## src/rtl/dca_pkg.sv

```systemverilog
package dca_pkg;

    // Step a downward rotation pointer, wrapping 0 to n-1
    function automatic logic [7:0] dec_wrap(input logic [7:0] idx, input int n);
        if (idx == 8'd0) begin
            return 8'(n - 1);
        end
        return idx - 8'd1;
    endfunction

endpackage

```

## src/rtl/dca_hi_pick.sv

```systemverilog
// Finds the highest set bit of a vector
module dca_hi_pick #(
    parameter int N = 16,
    localparam int W = (N > 1) ? $clog2(N) : 1
) (
    input  logic [N-1:0] vec_i,
    output logic         found_o,
    output logic [W-1:0] idx_o
);

    always_comb begin
        found_o = 1'b0;
        idx_o   = '0;
        for (int i = 0; i < N; i++) begin
            if (vec_i[i]) begin
                found_o = 1'b1;
                idx_o   = W'(i);
            end
        end
    end

endmodule

```

## src/rtl/dma_chan_arb.sv

```systemverilog
module dma_chan_arb #(
    parameter int NCH = 16,
    localparam int IDW = (NCH > 1) ? $clog2(NCH) : 1
) (
    input  logic           clk,
    input  logic           rst_n,
    input  logic [NCH-1:0] req_i,
    input  logic [NCH-1:0] en_i,
    input  logic [NCH-1:0] fixed_i,
    input  logic           done_i,
    output logic [NCH-1:0] gnt_o,
    output logic [IDW-1:0] gnt_id_o,
    output logic           gnt_vld_o
);

    typedef struct packed {
        logic [NCH-1:0] gnt;
        logic [IDW-1:0] id;
        logic [IDW-1:0] start;
    } arb_st_t;

    arb_st_t st_d, st_q;

    logic [NCH-1:0] elig;
    logic [NCH-1:0] fix_req;
    logic [NCH-1:0] rr_req;
    logic [NCH-1:0] rr_low_mask;
    logic [NCH-1:0] rr_low_req;
    logic           fix_found, low_found, all_found;
    logic [IDW-1:0] fix_idx, low_idx, all_idx;
    logic           decide;

    assign elig       = req_i & en_i;
    assign fix_req    = elig & fixed_i;
    assign rr_req     = elig & ~fixed_i;
    assign rr_low_req = rr_req & rr_low_mask;

    // Channels at or below the start pointer are searched first
    always_comb begin
        for (int i = 0; i < NCH; i++) begin
            rr_low_mask[i] = (IDW'(i) <= st_q.start);
        end
    end

    dca_hi_pick #(.N(NCH)) u_pick_fix (
        .vec_i   (fix_req),
        .found_o (fix_found),
        .idx_o   (fix_idx)
    );

    dca_hi_pick #(.N(NCH)) u_pick_low (
        .vec_i   (rr_low_req),
        .found_o (low_found),
        .idx_o   (low_idx)
    );

    dca_hi_pick #(.N(NCH)) u_pick_all (
        .vec_i   (rr_req),
        .found_o (all_found),
        .idx_o   (all_idx)
    );

    assign decide = (st_q.gnt == '0) || done_i;

    always_comb begin
        st_d = st_q;
        if (decide) begin
            st_d.gnt = '0;
            st_d.id  = '0;
            if (fix_found) begin
                st_d.gnt[fix_idx] = 1'b1;
                st_d.id           = fix_idx;
            end else if (low_found) begin
                st_d.gnt[low_idx] = 1'b1;
                st_d.id           = low_idx;
                st_d.start        = IDW'(dca_pkg::dec_wrap(8'(low_idx), NCH));
            end else if (all_found) begin
                st_d.gnt[all_idx] = 1'b1;
                st_d.id           = all_idx;
                st_d.start        = IDW'(dca_pkg::dec_wrap(8'(all_idx), NCH));
            end
        end
    end

    always_ff @(posedge clk or negedge rst_n) begin
        if (!rst_n) begin
            st_q.gnt   <= '0;
            st_q.id    <= '0;
            st_q.start <= IDW'(NCH - 1);
        end else begin
            st_q <= st_d;
        end
    end

    assign gnt_o     = st_q.gnt;
    assign gnt_id_o  = st_q.id;
    assign gnt_vld_o = |st_q.gnt;

endmodule

```

## config.mk

```make
export PLATFORM = sky130hd
export DESIGN_NAME = dma_chan_arb
export DESIGN_NICKNAME = d
export VERILOG_FILES = /design/src/rtl/dca_pkg.sv /design/src/rtl/dca_hi_pick.sv /design/src/rtl/dma_chan_arb.sv
export SDC_FILE = /design/constraint.sdc
export NUM_CORES = 1
export LEC_CHECK = 0
export BUFFER_PORTS_ARGS = -buffer_cell sky130_fd_sc_hd__buf_2
export CORE_AREA = 2 2 93 95
export DETAILED_ROUTE_END_ITERATION = 16
export DIE_AREA = 0 0 95 97
export PLACE_DENSITY = 0.56
export REMOVE_ABC_BUFFERS = 1
export SYNTH_ARGS = -nofsm -noshare
export SYNTH_HDL_FRONTEND = slang
export SYNTH_SLANG_ARGS = --single-unit
```

## constraint.sdc

```tcl
create_clock -name clk -period 7.7 [get_ports clk]
set_input_delay 2.31 -clock clk [delete_from_list [all_inputs] [get_ports clk]]
set_output_delay 2.31 -clock clk [all_outputs]
set_load 0.02 [all_outputs]
```

# Yosys cells after proc, flatten, opt, wreduce, memory -nomap -nowiden
# Cells that the tools add are included.
classes:
  addsub: 2
  multipliers: 0
  n_div: 0
  magnitude_cmp: 22
  n_eq_ne: 0
  shift: 0
  n_mux: 115
  n_bitwise: 6
  reduce_logical: 10
op_table:
  columns: ["cell", "count"]
  rows:
  - ["two-way mux 4 bit", 28]
  - ["bitwise AND 16 bit", 4]
  - ["two-way mux 1 bit", 63]
  - ["two-way mux 24 bit", 2]
  - ["two-way mux 3 bit", 12]
  - ["less-or-equal comparator 4 bit, first input constant", 8]
  - ["two-way mux 20 bit", 1]
  - ["less-or-equal comparator 3 x 4 -> 1 bit, first input constant", 4]
  - ["zero test 16 bit", 1]
  - ["inverter 16 bit", 1]
  - ["OR reduction 16 bit", 1]
  - ["< comparator 4 x 5 -> 1 bit, second input constant", 3]
  - ["demux 1 bit (select 4 bit)", 3]
  - ["greater-or-equal comparator 4 x 1 -> 1 bit, second input constant", 3]
  - ["two-way mux 2 bit", 6]
  - ["less-or-equal comparator 1 x 4 -> 1 bit, first input constant", 2]
  - ["less-or-equal comparator 2 x 4 -> 1 bit, first input constant", 2]
  - ["zero test 4 bit", 2]
  - ["subtractor 4 x 1 -> 4 bit, second input constant", 2]
  - ["logical AND 1 bit", 3]
  - ["AND reduction 3 bit", 1]
  - ["nonzero test 2 bit", 1]
  - ["logical OR 1 bit", 1]
  - ["inverter 1 bit", 1]
word_totals:
  register_bits: 24
  latch_bits: 0
  ram_bits: 0
  romBits: 0
  elab_cells: 158
  n_memories: 0

# Logic depth before layout (Yosys ltp)
# Gate-level depths: netlist (run 1).
depth:
  word_depth: 27
  ltp_mapped: 13

# Hierarchy
# From an unflattened synthesis (run 1), not the netlist that was laid out.
unflattened:
  cells_unflattened: 377
  hier_area_um2: 2752.6
modules_own_cells:
  columns: ["mod", "instances", "cells_per_inst", "area_per_inst_um2", "seq_area_each_um2"]
  rows:
  - ["dma_chan_arb", 1, 290, 2268.4, 605.6]
  - ["dca_hi_pick", 3, 29, 161.4, 0.0]

# Least setup slack after synthesis (run 1)
# OpenSTA, ideal clock, no wires.
synth_timing:
  path_type: "input-to-reg"
  from: "input port fixed_i[13]"
  to: "register st_q, in the netlist gnt_o[4]"
  setup_time_ns: 0.126
  arrival_ns: 4.437
  path_slack_ns: 3.137
  cell_stages: 9
  path_cell_list: "nand3b_1 -> or2_2 -> a21oi_1 -> nand2_1 -> o21ai_0 -> inv_1 -> ha_1 -> a22o_1 -> a221o_1"
synth_via:
  elab_chain_len: 12
synth_lines:
  columns: ["element", "line", "rtl"]
  rows:
  - ["start: declaration", "dma_chan_arb.sv:9", "input logic [NCH-1:0] fixed_i,"]
  - ["inverter 16 bit", "dma_chan_arb.sv:35", "assign rr_req = elig & ~fixed_i;"]
  - ["bitwise AND 16 bit", "dma_chan_arb.sv:35", null]
  - ["two-way mux 4 bit / bitwise AND 16 bit (equally long branches)", "dca_hi_pick.sv:15, dma_chan_arb.sv:36", null]
  - ["two-way mux 4 bit (2 in a row)", "dca_hi_pick.sv:15", "if (vec_i[i]) begin"]
  - ["< comparator 4 x 5 -> 1 bit (implied by the code), or another cell as far along", "dma_chan_arb.sv:78", "st_d.gnt[all_idx] = 1'b1;"]
  - ["logical AND 1 bit (implied by the code), or another cell as far along", "dma_chan_arb.sv:78", null]
  - ["two-way mux 1 bit (implied by the code) / logical AND 1 bit (equally long branches)", "dma_chan_arb.sv:78, dma_chan_arb.sv:74", null]
  - ["demux 1 bit (select 4 bit) / two-way mux 1 bit (equally long branches)", "dma_chan_arb.sv:78, dma_chan_arb.sv:74", null]
  - ["two-way mux 24 bit / demux 1 bit (select 4 bit) (equally long branches)", "dma_chan_arb.sv:77, dma_chan_arb.sv:74", null]
  - ["two-way mux 24 bit", "dma_chan_arb.sv:73", "end else if (low_found) begin"]
  - ["two-way mux 20 bit *", "dma_chan_arb.sv:70", "if (fix_found) begin"]
  - ["end signal: assignment", "dma_chan_arb.sv:91", "st_q <= st_d;"]
  - ["end: declaration", "dma_chan_arb.sv:22", "arb_st_t st_d, st_q;"]
# Every way passes the cells marked *; elsewhere a longest branch is shown, timed or not. The select of a mux whose other input is x is not followed.
# A chain may end at the register's enable or synchronous reset.

# Worst setup path after layout (run 1)
layout_timing:
  from: "input port req_i[5]"
  to: "register st_q[0] (netlist bit)"
layout_via:
  elab_chain_len: 22
layout_lines:
  columns: ["element", "line", "rtl"]
  rows:
  - ["start: declaration", "dma_chan_arb.sv:7", "input logic [NCH-1:0] req_i,"]
  - ["bitwise AND 16 bit *", "dma_chan_arb.sv:33", "assign elig = req_i & en_i;"]
  - ["bitwise AND 16 bit", "dma_chan_arb.sv:35", null]
  - ["two-way mux 3 bit (3 in a row)", "dca_hi_pick.sv:15", null]
  - ["two-way mux 4 bit (8 in a row)", "dca_hi_pick.sv:15", null]
  - ["zero test 4 bit", "dca_pkg.sv:5", "if (idx == 8'd0) begin"]
  - ["two-way mux 1 bit", "dca_pkg.sv:5", null]
  - ["two-way mux 1 bit", "dma_chan_arb.sv:77", "end else if (all_found) begin"]
  - ["two-way mux 1 bit", "dma_chan_arb.sv:73", null]
  - ["two-way mux 1 bit", "dma_chan_arb.sv:70", null]
  - ["two-way mux 1 bit", "dma_chan_arb.sv:67", "if (decide) begin"]
  - ["two-way mux 4 bit", "dca_pkg.sv:8", "return idx - 8'd1;"]
  - ["two-way mux 24 bit", "dma_chan_arb.sv:77", null]
  - ["two-way mux 24 bit", "dma_chan_arb.sv:73", null]
# Marked as above.

==> results of run 1 <==
==> cell usage after synthesis, types with 8 or more instances <==
cell type,instances,share of area [%]
a21oi_1,12,2.2
a31oi_1,9,2.0
a32oi_1,9,2.8
buf_4,23,6.2
dfrtp_1,20,18
ha_1,11,5.0
inv_1,8,1.1
nand2_1,38,5.1
nand3_1,24,4.3
nand3b_1,13,3.5
nand4_1,10,2.3
nor2_1,26,3.5
nor3_1,10,1.8
o21ai_0,11,2.0
==> cell usage in the layout (no fill, tap or decap), drive strengths merged, types with 8 or more instances in the layout <==
cell type / count
nand3: 24
inv: 8
o21ai: 12
nor3: 10
nor2: 27
nand2: 38
a21oi: 12
a31oi: 9
dfrtp: 20
nand3b: 13
nand4: 11
ha: 11
a32oi: 9
buf: 71
==> metal layers <==
metal,global-route usage (%),vias up,wire (um)
met5,0,-,0
met4,6.02,0,171
met3,2.10,13,636
met2,31.5,134,4230
met1,27.8,1379,4000
li1,-,1409,-
==> path summary, 6_finish.rpt <==
check / to / slack (ps)
worst max-delay path: st_q[0]$_DFFE_PN1P_ / 2410
worst min-delay path: gnt_id_o[2]$_DFFE_PN0P_ / 470
worst max register to register: gnt_o[4]$_DFFE_PN0P_ / 4520
worst min register to register: gnt_id_o[2]$_DFFE_PN0P_ / 470
max in group asynchronous: st_q[2]$_DFFE_PN1P_ / 5310
min in group asynchronous: gnt_o[3]$_DFFE_PN0P_ / 2020
==> layout make-up <==
type | instances | area share [%]
clock buffers | 4 | 1.82
flip-flops and latches | 24 | 20.0
multi-input cells | 283 | 61.1
repair buffers | 71 | 11.7
inverters | 8 | 0.992
well taps | 105 | 4.34
==> cell families after synthesis <==
| group | after synthesis | share of synthesized area, % |
|---|---|---|
| buf+inv | 47 | 11.4 |
| flops | 24 | 21.8 |
| fa+ha+maj | 11 | 4.96 |
| mux | 3 | 1.13 |
| simple gates | 171 | 34.9 |
| compound gates | 98 | 25.8 |
==> per-stage QoR <==
| stage | utilization [%] | setup slack, ps | hold WS (ps) |
|---|---|---|---|
| after floorplan | - | 3140 | 532 |
| after detailed placement | 36.5 | 2180 | 450 |
| after global placement | 36.5 | 2170 | 447 |
| after CTS | 37.2 | 2480 | 470 |
| after global routing | 37.2 | 2150 | 524 |
| final | 37.2 | 2410 | 465 |
==> sequential cells by signal, summed over array words and instances, names as in the netlist <==
register	count
st_q	4
gnt_id_o	4
gnt_o	16
==> tightest hold or removal path: stages, from the launching register on <==
cell and delay [ps]:
dfrtp_1 340, nand2_1 50, nand2_1 50
==> power groups by stage <==
| stage | logic [mW] | registers (mW) | clock network [mW] |
|---|---|---|---|
| floorplan | 0.281 | 0.243 | 0 |
| global placement | 0.444 | 0.225 | 0 |
| detailed placement | 0.447 | 0.225 | 0 |
| CTS | 0.448 | 0.223 | 0.0921 |
| global route | 0.493 | 0.234 | 0.0984 |
| finish | 0.451 | 0.224 | 0.0900 |
==> results by group, run 1 <==
Synth
  • Cells after synthesis: approximately 350
  • Post-Syn Area: 2770 um2
  • Synth unique cells: 64
  • Synth warn: 0
  • Flops & latches, synth: 24
  • Post-synthesis sequential area ratio: a little over a fifth
  • FFs w/ async S/R, synth: 100%
  • Mean Syn Cell Area: 7.83 um2
  • Number of synthesized flops with an enable pin: 0
  • Ys flop type: dfrtp_1

Timing
  • Fmax: 189 MHz
  • Crit path time final: 5290 ps
  • Final critical-path share of the clock period: 68.7%
  • Final Max Slew Viols: 0
  • RSZ-0062 raised after global routing: false
  • Finish-stage setup viols: 0
  • Count of final hold-check violations: 0
  • Clk_skew: around 1.7 ps
  • Setup TNS: 0 ps
  • Slew headroom: 15.8%
  • Worst-margin pin slew: approximately 1200 ps

Worst hold path
  • Worst hold path class: flop to flop
  • Hold path start: gnt_id_o[2]$_DFFE_PN0P_
  • Hold Path Depth: 2

Finish
  • Nets: 453
  • Antenna cells: 0
  • Filler instances: 876
  • Post-route cell area: 3030 um2
  • Area Growth Syn to Fin: 9.21%
  • Register area: 606 um2
  • Layout cells sized above 1: about a quarter
  • Multi-input logic area: 1850 um2
  • Layout Cells excl Fill: 495

Detailed routing
  • Routed Antenna Nets: 0
  • Via density: 5.93
  • Vias: approximately 2900
  • Starting DRT DRC Count: slightly below 200
  • Pre-antenna DRT Iters: 5
  • Total wire length: 9040 um
  • Routed wire length per instance: 18.3 um
  • # DRC: 0

Place
  • Placement Cell Area: 2970 um2
  • GPL Wtd Cong: around 0.94
  • Post-DP HPWL: 7350 um
  • Placed Instances: 491
  • IO Port Bufs: just over 70

Floorplanning
  • Ports: 72
  • Width of the die: 95 um
  • Die Y: 97 um
  • Die Area: 9220 um2
  • Starting Density: 34.1%
  • Area of the core: 8130 um2
  • Row cnt: 33

Power and ir drop
  • PD cells: around 250 nW/um2
  • Leakage: 1.38 nW
  • P_sw: about 390 uW
  • Int Power: about 380 uW
  • Switching Fraction: 50.4%
  • Maximum VDD drop: 0.0604 mV
  • Pwr Total: 765 uW
  • Comb power frac: between 50% and 60%
  • Clock share of power: between 10% and 20%
  • Seq pwr share: 29.3%

Clock tree
  • Root Buffer: clkbuf_8
  • Clock sink count: 24
  • H-tree Lvls: 1
  • Setup Buffers After CTS: 0
  • TritonCTS Buffers: 3
  • Clock latency on the worst-skew pair: 270 ps
  • Clock transition at path regs: ~90 ps
  • Post-CTS Resized: 0
  • CTS tree: yes
  • Max Root-Sink Buffers: 2
  • Cts hold-fix bufs: 0

Worst setup path
  • Worst Path Required: just under 8000 ps
  • Number of stages on the worst setup path: 7
  • WP buf/inv: 1
  • CP max-delay cell: nor4bb_1
  • Reg2Reg Depth: 9
  • R2r startpoint: st_q[3]$_DFFE_PN1P_
  • CP Data Arrival Time: 5500 ps
  • Setup crit start: req_i[5]
  • CP max stage delay: 1130 ps
  • Largest delay share family, worst path: simple AND/OR/NAND/NOR gates
  • Crit Path Class: input port to flop
  • CP Max Fanout: 10
  • CP Launch Type: input port
  • Crit path cell chain: buf_2 -> nand3_1 -> nand4_1 -> nor4bb_1 -> nand2b_1 -> nor2_2 -> mux2_2
  • Crit. End Element: flop

Global routing
  • Largest net degree at the start of global routing: 32
  • First-pass GRT wire length: 14500 um
  • Grt ovf: 0
  • Initial antenna violation count: 0
  • Vias in the first global route: 2830
  • Tot GR Track Use: 19.8%

Outcome
  • Status: finished, final reports clean

Job
  • Max-cap viol count: 0
Power figures use the tool's default switching activity.
==> run 2: changes to the inputs <==
Settings changed: ABC_AREA set to 1, CORE_AREA 2 2 93 95 to 2 2 91 93, DIE_AREA 0 0 95 97 to 0 0 93 95, PLACE_DENSITY 0.56 to 0.57.
Clock period 7.7 ns to 5.3 ns, I/O delays scaled along.
==> results by group, run 2 <==
Outcome
  • Status: finished, final reports clean

Synth
  • Post-Syn Area: 2700 um2 (-2.7%)
  • Number of synthesized flops with an enable pin: 0 (unchanged)
  • Post-synthesis sequential area ratio: 22.4% (+0.61 points)
  • Leading post-synthesis cells by cell area: dfrtp_1, nand2_1, nor2_1, nand3_1, inv_1
  • Flops & latches, synth: 24 (unchanged)
  • Top-count cell post-synth: nand2_1
  • Leading area contributor after synthesis: dfrtp_1
  • Synth warn: 0 (unchanged)
  • Ys flop type: dfrtp_1
  • Synth unique cells: 38 (-41%)
  • Synth cell count leaders: nand2_1, nor2_1, inv_1
  • Area share of the largest cell type after synthesis: 18.6% (+0.50 points)
  • Mean Syn Cell Area: 6.41 um2 (-18%)
  • Cells after synthesis: 421 (+19%)
  • FFs w/ async S/R, synth: 100% (unchanged)

Power and ir drop
  • Int Power: 566 uW (+49%)
  • P_sw: 635 uW (+65%)
  • PD cells: 395 nW/um2 (+56%)
  • Seq pwr share: 25.8% (-3.5 points)
  • Comb power frac: 59.8% (+0.9 points)
  • Switching Fraction: 52.9% (+2.5 points)
  • Maximum VDD drop: 0.195 mV (+220%)
  • Leakage: 1.62 nW (+18%)
  • Pwr Total: 1.20 mW (+57%)
  • Clock share of power: 14.3% (+2.5 points)

Clock tree
  • CTS tree: yes
  • Clock transition at path regs: 100 ps (about the same)
  • H-tree Lvls: 1 (unchanged)
  • Max Root-Sink Buffers: 2 (unchanged)
  • TritonCTS Buffers: 3 (unchanged)
  • Cts hold-fix bufs: 0 (unchanged)
  • Clock sink count: 24 (unchanged)
  • Root Buffer: clkbuf_8
  • Setup Buffers After CTS: 0 (unchanged)
  • Clock latency on the worst-skew pair: 280 ps (about the same)
  • Post-CTS Resized: 0 (unchanged)

Floorplanning
  • Die Area: 8840 um2 (-4.1%)
  • Width of the die: 93 um (-2.1%)
  • Area of the core: 7930 um2 (-2.5%)
  • Die Y: 95 um (-2.1%)
  • Starting Density: 34.0% (-0.059 points)
  • Row cnt: 33 (unchanged)
  • Ports: 72 (unchanged)

Worst setup path
  • Reg2reg setup slack: 2360 ps (-2160 ps)
  • Crit. End Element: flop
  • CP Max Fanout: 5 (-5)
  • Worst Path Required: 5510 ps (-2400 ps)
  • Crit Path Class: input port to flop
  • CP Launch Type: input port
  • CP Data Arrival Time: 3940 ps (-1560 ps)

Global routing
  • Initial antenna violation count: 0 (unchanged)
  • First-pass GRT wire length: 13200 um (-9.0%)
  • Largest net degree at the start of global routing: 25 (-22%)
  • Tot GR Track Use: 18.7% (-1.1 points)
  • Grt ovf: 0 (unchanged)
  • Vias in the first global route: 2703 (-4.5%)

Timing
  • Setup TNS: 0 ps (unchanged)
  • Final Max Slew Viols: 0 (unchanged)
  • Finish-stage setup viols: 0 (unchanged)
  • RSZ-0062 raised after global routing: false
  • PnR worst setup slack: 1580 ps (-836 ps)
  • Fmax: 268 MHz
  • Final critical-path share of the clock period: 70.3%
  • Clk_skew: 5.63 ps (+3.90 ps)
  • Slew headroom: 50.5% (+35 points)
  • Crit path time final: 3720 ps
  • Count of final hold-check violations: 0 (unchanged)
  • Worst-margin pin slew: 742 ps (-504 ps)

Finish
  • Area Growth Syn to Fin: 12.6%
  • Largest register FFs: 16 (unchanged)
  • Commonest non-fill, non-tap cell in the layout: nand2_1
  • Commonest cells after routing, fill and taps aside: nand2_1, buf_2, nor2_1, inv_1, nand3_1
  • Nets: 533 (+18%)
  • Antenna cells: 0 (unchanged)
  • Filler instances: 881 (+0.57%)
  • Layout cells sized above 1: 23.2% (-1.7 points)

Detailed routing
  • Routed wire length per instance: 13.9 um (-24%)
  • # DRC: 0 (unchanged)
  • Via density: 5.04 (-15%)
  • Total wire length: 8020 um (-11%)
  • Pre-antenna DRT Iters: 7 (+2)
  • Starting DRT DRC Count: 224 (+16%)
  • Vias: 2896 (-1.3%)
  • Routed Antenna Nets: 0 (unchanged)

Job
  • Max-cap viol count: 0 (unchanged)

Place
  • GPL Wtd Cong: 0.962 (+2.9%)
  • Dpl ws: 1310 ps (-869 ps)
  • Post-DP HPWL: 6680 um (-9.2%)
  • IO Port Bufs: 71 (unchanged)

Worst hold path
  • Worst hold path class: flop to flop
run 2: power groups by stage:
stage / sequential [mW] / clock (mW) / combinational, mW
floorplan: 0.345 / 0 / 0.454
global placement: 0.310 / 0 / 0.718
detailed placement: 0.311 / 0 / 0.711
CTS: 0.307 / 0.176 / 0.714
global route: 0.316 / 0.182 / 0.805
finish: 0.310 / 0.172 / 0.718
run 2: path summary, 6_finish.rpt:
path	endpoint	cells after the start	from
max	gnt_o[0]$_DFFE_PN0P_	26	req_i[2]
min	gnt_id_o[0]$_DFFE_PN0P_	2	gnt_id_o[0]$_DFFE_PN0P_
max reg2reg	st_q[3]$_DFFE_PN1P_	10	gnt_o[13]$_DFFE_PN0P_
min reg2reg	gnt_id_o[0]$_DFFE_PN0P_	2	gnt_id_o[0]$_DFFE_PN0P_
max in group asynchronous	st_q[3]$_DFFE_PN1P_	1	rst_n
min in group asynchronous	gnt_o[6]$_DFFE_PN0P_	1	rst_n
run 2: per-stage QoR:
stage	hold WS, ps	cells	util (%)	cell area, um2
6_report	492	575	38.3	3040
5_1_grt	524	575	38.3	3040
4_1_cts	502	575	38.3	3040
3_5_place_dp	466	571	37.4	2970
3_3_place_gp	462	571	37.4	2970
2_1_floorplan	481	395	-	2480
run 2: cell families after synthesis:
family          count (synthesis)  share of synthesized area [%]
xor+xnor                        1                          0.325
flops                          24                           22.4
buf+inv                        80                           15.6
compound gates                 82                           18.8
simple gates                  223                           37.7
fa+ha+maj                      11                           5.10
run 2: critical path: stages:
cell and delay [ps]:
buf_2 80, nand2_1 70, nor2_1 160, nand2_1 90, nand3_1 70, nand2_1 50
nand2_1 50, nand2_1 40, nand2_1 60, nand2_1 50, nand2_1 50, nand2_1 40
nand2_1 50, nand2_1 50, nand2_1 60, nand2_1 50, nand2_1 90, nand2_1 160
inv_2 150, ha_1 160, inv_1 60, nor2_1 200, nand2_1 140, o21ai_1 170
a22oi_1 90, o21ai_1 100
run 2: cell type report:
class	instances	area [um2]	area share, %
Timing Repair Buffer	71	355	11.7
Inverter	54	203	6.67
Clock buffer	3	41.3	1.36
Tap cell	105	131	4.33
Clock inverter	1	30.0	0.989
Sequential cell	24	606	19.9
Multi-Input combinational cell	317	1670	55.0
run 2: routing by layer:
layer / global-route usage (%) / vias up / wire length [um]
met5: 0 / - / 0
met1: 27.3 / 1313 / 3890
met2: 30.7 / 91 / 3670
met4: 3.31 / 0 / 112
li1: - / 1480 / -
met3: 1.36 / 12 / 342
==> run 3: changes to the inputs <==
Settings changed: PLACE_DENSITY 0.57 to 0.59.
Clock period 5.3 ns to 3.05 ns, I/O delays scaled along.
==> results by group, run 3 (synthesized netlist as in run 2, its figures left out) <==
Power and ir drop
  • Clock share of power: 10.0% (-4.3 points)
  • Leakage: 1.71 nW (+5.4%)
  • Comb power frac: 64.6% (+4.8 points)
  • PD cells: 658 nW/um2 (+66%)
  • Maximum VDD drop: 0.380 mV (+95%)
  • Seq pwr share: 25.5% (-0.3 points)
  • Int Power: 982 uW (+74%)
  • Switching Fraction: 53.7% (+0.79 points)
  • P_sw: 1.14 mW (+79%)

Clock tree
  • Root Buffer: clkbuf_8
  • Clock latency on the worst-skew pair: 280 ps (about the same)
  • Clock sink count: 24 (unchanged)
  • H-tree Lvls: 1 (unchanged)
  • TritonCTS Buffers: 3 (unchanged)
  • CTS tree: yes
  • Clock transition at path regs: 90 ps (about the same)
  • Max Root-Sink Buffers: 2 (unchanged)

Floorplanning
  • Ports: 72 (unchanged)
  • Area of the core: 7930 um2 (unchanged)
  • Row cnt: 33 (unchanged)
  • Die Area: 8840 um2 (unchanged)
  • Width of the die: 93 um (unchanged)
  • Die Y: 95 um (unchanged)
  • Starting Density: 34.0% (unchanged)

Detailed routing
  • Via density: 4.96 (-1.5%)
  • Total wire length: 8320 um (+3.8%)
  • Starting DRT DRC Count: 264 (+18%)
  • # DRC: 0 (unchanged)
  • Vias: 2951 (+1.9%)
  • Routed wire length per instance: 14.0 um (+0.28%)
  • Routed Antenna Nets: 0 (unchanged)
  • Pre-antenna DRT Iters: 5 (-2)

Timing
  • Fmax: 364 MHz
  • Worst-margin pin slew: 583 ps (-159 ps)
  • Count of final hold-check violations: 0 (unchanged)
  • Clk_skew: 2.37 ps (-3.27 ps)
  • RSZ-0062 raised after global routing: true
  • Final Hold Slack: 493 ps (+0.761 ps)
  • Slew headroom: 61.1% (+11 points)
  • Finish-stage setup viols: 0 (unchanged)
  • Crit path time final: 2750 ps
  • Final critical-path share of the clock period: 90.0%
  • Final Max Slew Viols: 0 (unchanged)

Finish
  • Filler instances: 887 (+0.68%)
  • Commonest cells after routing, fill and taps aside: nand2_1, buf_2, nor2_1, inv_1, nand3_1
  • Nets: 553 (+3.8%)
  • Antenna cells: 0 (unchanged)
  • Largest register FFs: 16 (unchanged)
  • Layout cells sized above 1: 29.4% (+6.2 points)
  • Area Growth Syn to Fin: 19.5%
  • Layout Cells excl Fill: 595 (+3.5%)
  • Commonest non-fill, non-tap cell in the layout: nand2_1

Worst setup path
  • Reg2Reg Depth: 24 (+14)
  • CP Launch Type: input port
  • Worst Path Required: 3260 ps (-2250 ps)
  • CP Max Fanout: 4 (-1)
  • CP Data Arrival Time: 2960 ps (-980 ps)
  • Crit. End Element: flop
  • Crit Path Class: input port to flop

Global routing
  • Grt ovf: 0 (unchanged)
  • First-pass GRT wire length: 13500 um (+2.3%)
  • Initial antenna violation count: 0 (unchanged)
  • Largest net degree at the start of global routing: 25 (unchanged)
  • Vias in the first global route: 2719 (+0.59%)
  • Tot GR Track Use: 19.3% (+0.56 points)

Place
  • GPL Wtd Cong: 0.952 (-1.0%)
  • Placed Instances: 590 (+3.3%)
  • IO Port Bufs: 71 (unchanged)
  • Post-DP HPWL: 6960 um (+4.3%)

Job
  • Max-cap viol count: 0 (unchanged)

Worst hold path
  • Worst hold path class: flop to flop
  • Hold Path Depth: 2 (unchanged)

Outcome
  • Status: finished, final reports clean
-- run 3: final cells by class --
class                           count  area [um2]  share of cell area (%)
Inverter                           54         203                    6.29
Timing Repair Buffer               91         505                    15.7
Clock buffer                        4        45.0                    1.40
Sequential cell                    24         606                    18.8
Tap cell                          105         131                    4.08
Multi-Input combinational cell    317        1730                    53.8
-- run 3: power groups by stage --
stage          clock network, mW  logic [mW]  registers [mW]
2_1_floorplan                  0       0.789           0.599
3_3_place_gp                   0        1.31           0.541
3_5_place_dp                   0        1.30           0.546
4_1_cts                    0.212        1.31           0.539
5_1_grt                    0.220        1.52           0.554
6_report                   0.211        1.37           0.540
-- run 3: path summary, 6_finish.rpt --
path | start | slack, ps | endpoint
setup / recovery | req_i[2] | 300 | st_q[3]$_DFFE_PN1P_
hold / removal | gnt_id_o[1]$_DFFE_PN0P_ | 490 | gnt_id_o[1]$_DFFE_PN0P_
setup reg to reg | st_q[3]$_DFFE_PN1P_ | 450 | gnt_o[0]$_DFFE_PN0P_
hold reg to reg | gnt_id_o[1]$_DFFE_PN0P_ | 490 | gnt_id_o[1]$_DFFE_PN0P_
max in group asynchronous | rst_n | 2050 | st_q[3]$_DFFE_PN1P_
min in group asynchronous | rst_n | 620 | gnt_o[6]$_DFFE_PN0P_
-- run 3: critical path, cell delays in order --
cell and delay (ps):
buf_2 70, nand2_1 80, nor2_2 160, nand2_1 90, nand3_1 70, nand2_1 50, nand2_1 50, nand2_1 40
nand2_1 60, nand2_1 50, nand2_1 50, nand2_1 50, nand2_1 50, nand2_1 50, nand2_1 50, nand2_1 40
nand2_1 100, nand2_2 90, inv_2 90, ha_1 140, inv_1 60, nor2_2 160, nand2_1 110, nand2_1 90
a21oi_1 50, a21oi_1 130
-- run 3: per-stage QoR --
stage               TNS (ps)  cell area, um2  setup WS [ps]  power (mW)  utilization (%)
floorplan                  0            2480            309        1.39                -
global placement        -357            3110          -81.2        1.85             39.2
detailed placement      -838            3110           -125        1.85             39.2
CTS                        0            3150            158        2.06             39.8
global route          -0.407            3220         -0.407        2.29             40.7
finish                     0            3220            305        2.12             40.7
-- run 3: repair_timing --
| item | 4_1_cts | 5_1_grt |
|---|---|---|
| setup endpoints to repair | 0 | 19 |
| hold buffers | 0 | 0 |
| buffers inserted | 0 | 1 |
| resized for setup | 0 | 19 |
-- run 3: layer usage --
metal | vias to the layer above | global-route usage, % | wire length [um] | part of all wire (%)
li1 | 1520 | - | - | -
met5 | - | 0 | 0 | 0
met2 | 76 | 31.0 | 3780 | 45
met3 | 11 | 2.47 | 353 | 4.2
met4 | 0 | 3.06 | 87 | 1.0
met1 | 1344 | 28.0 | 4100 | 49
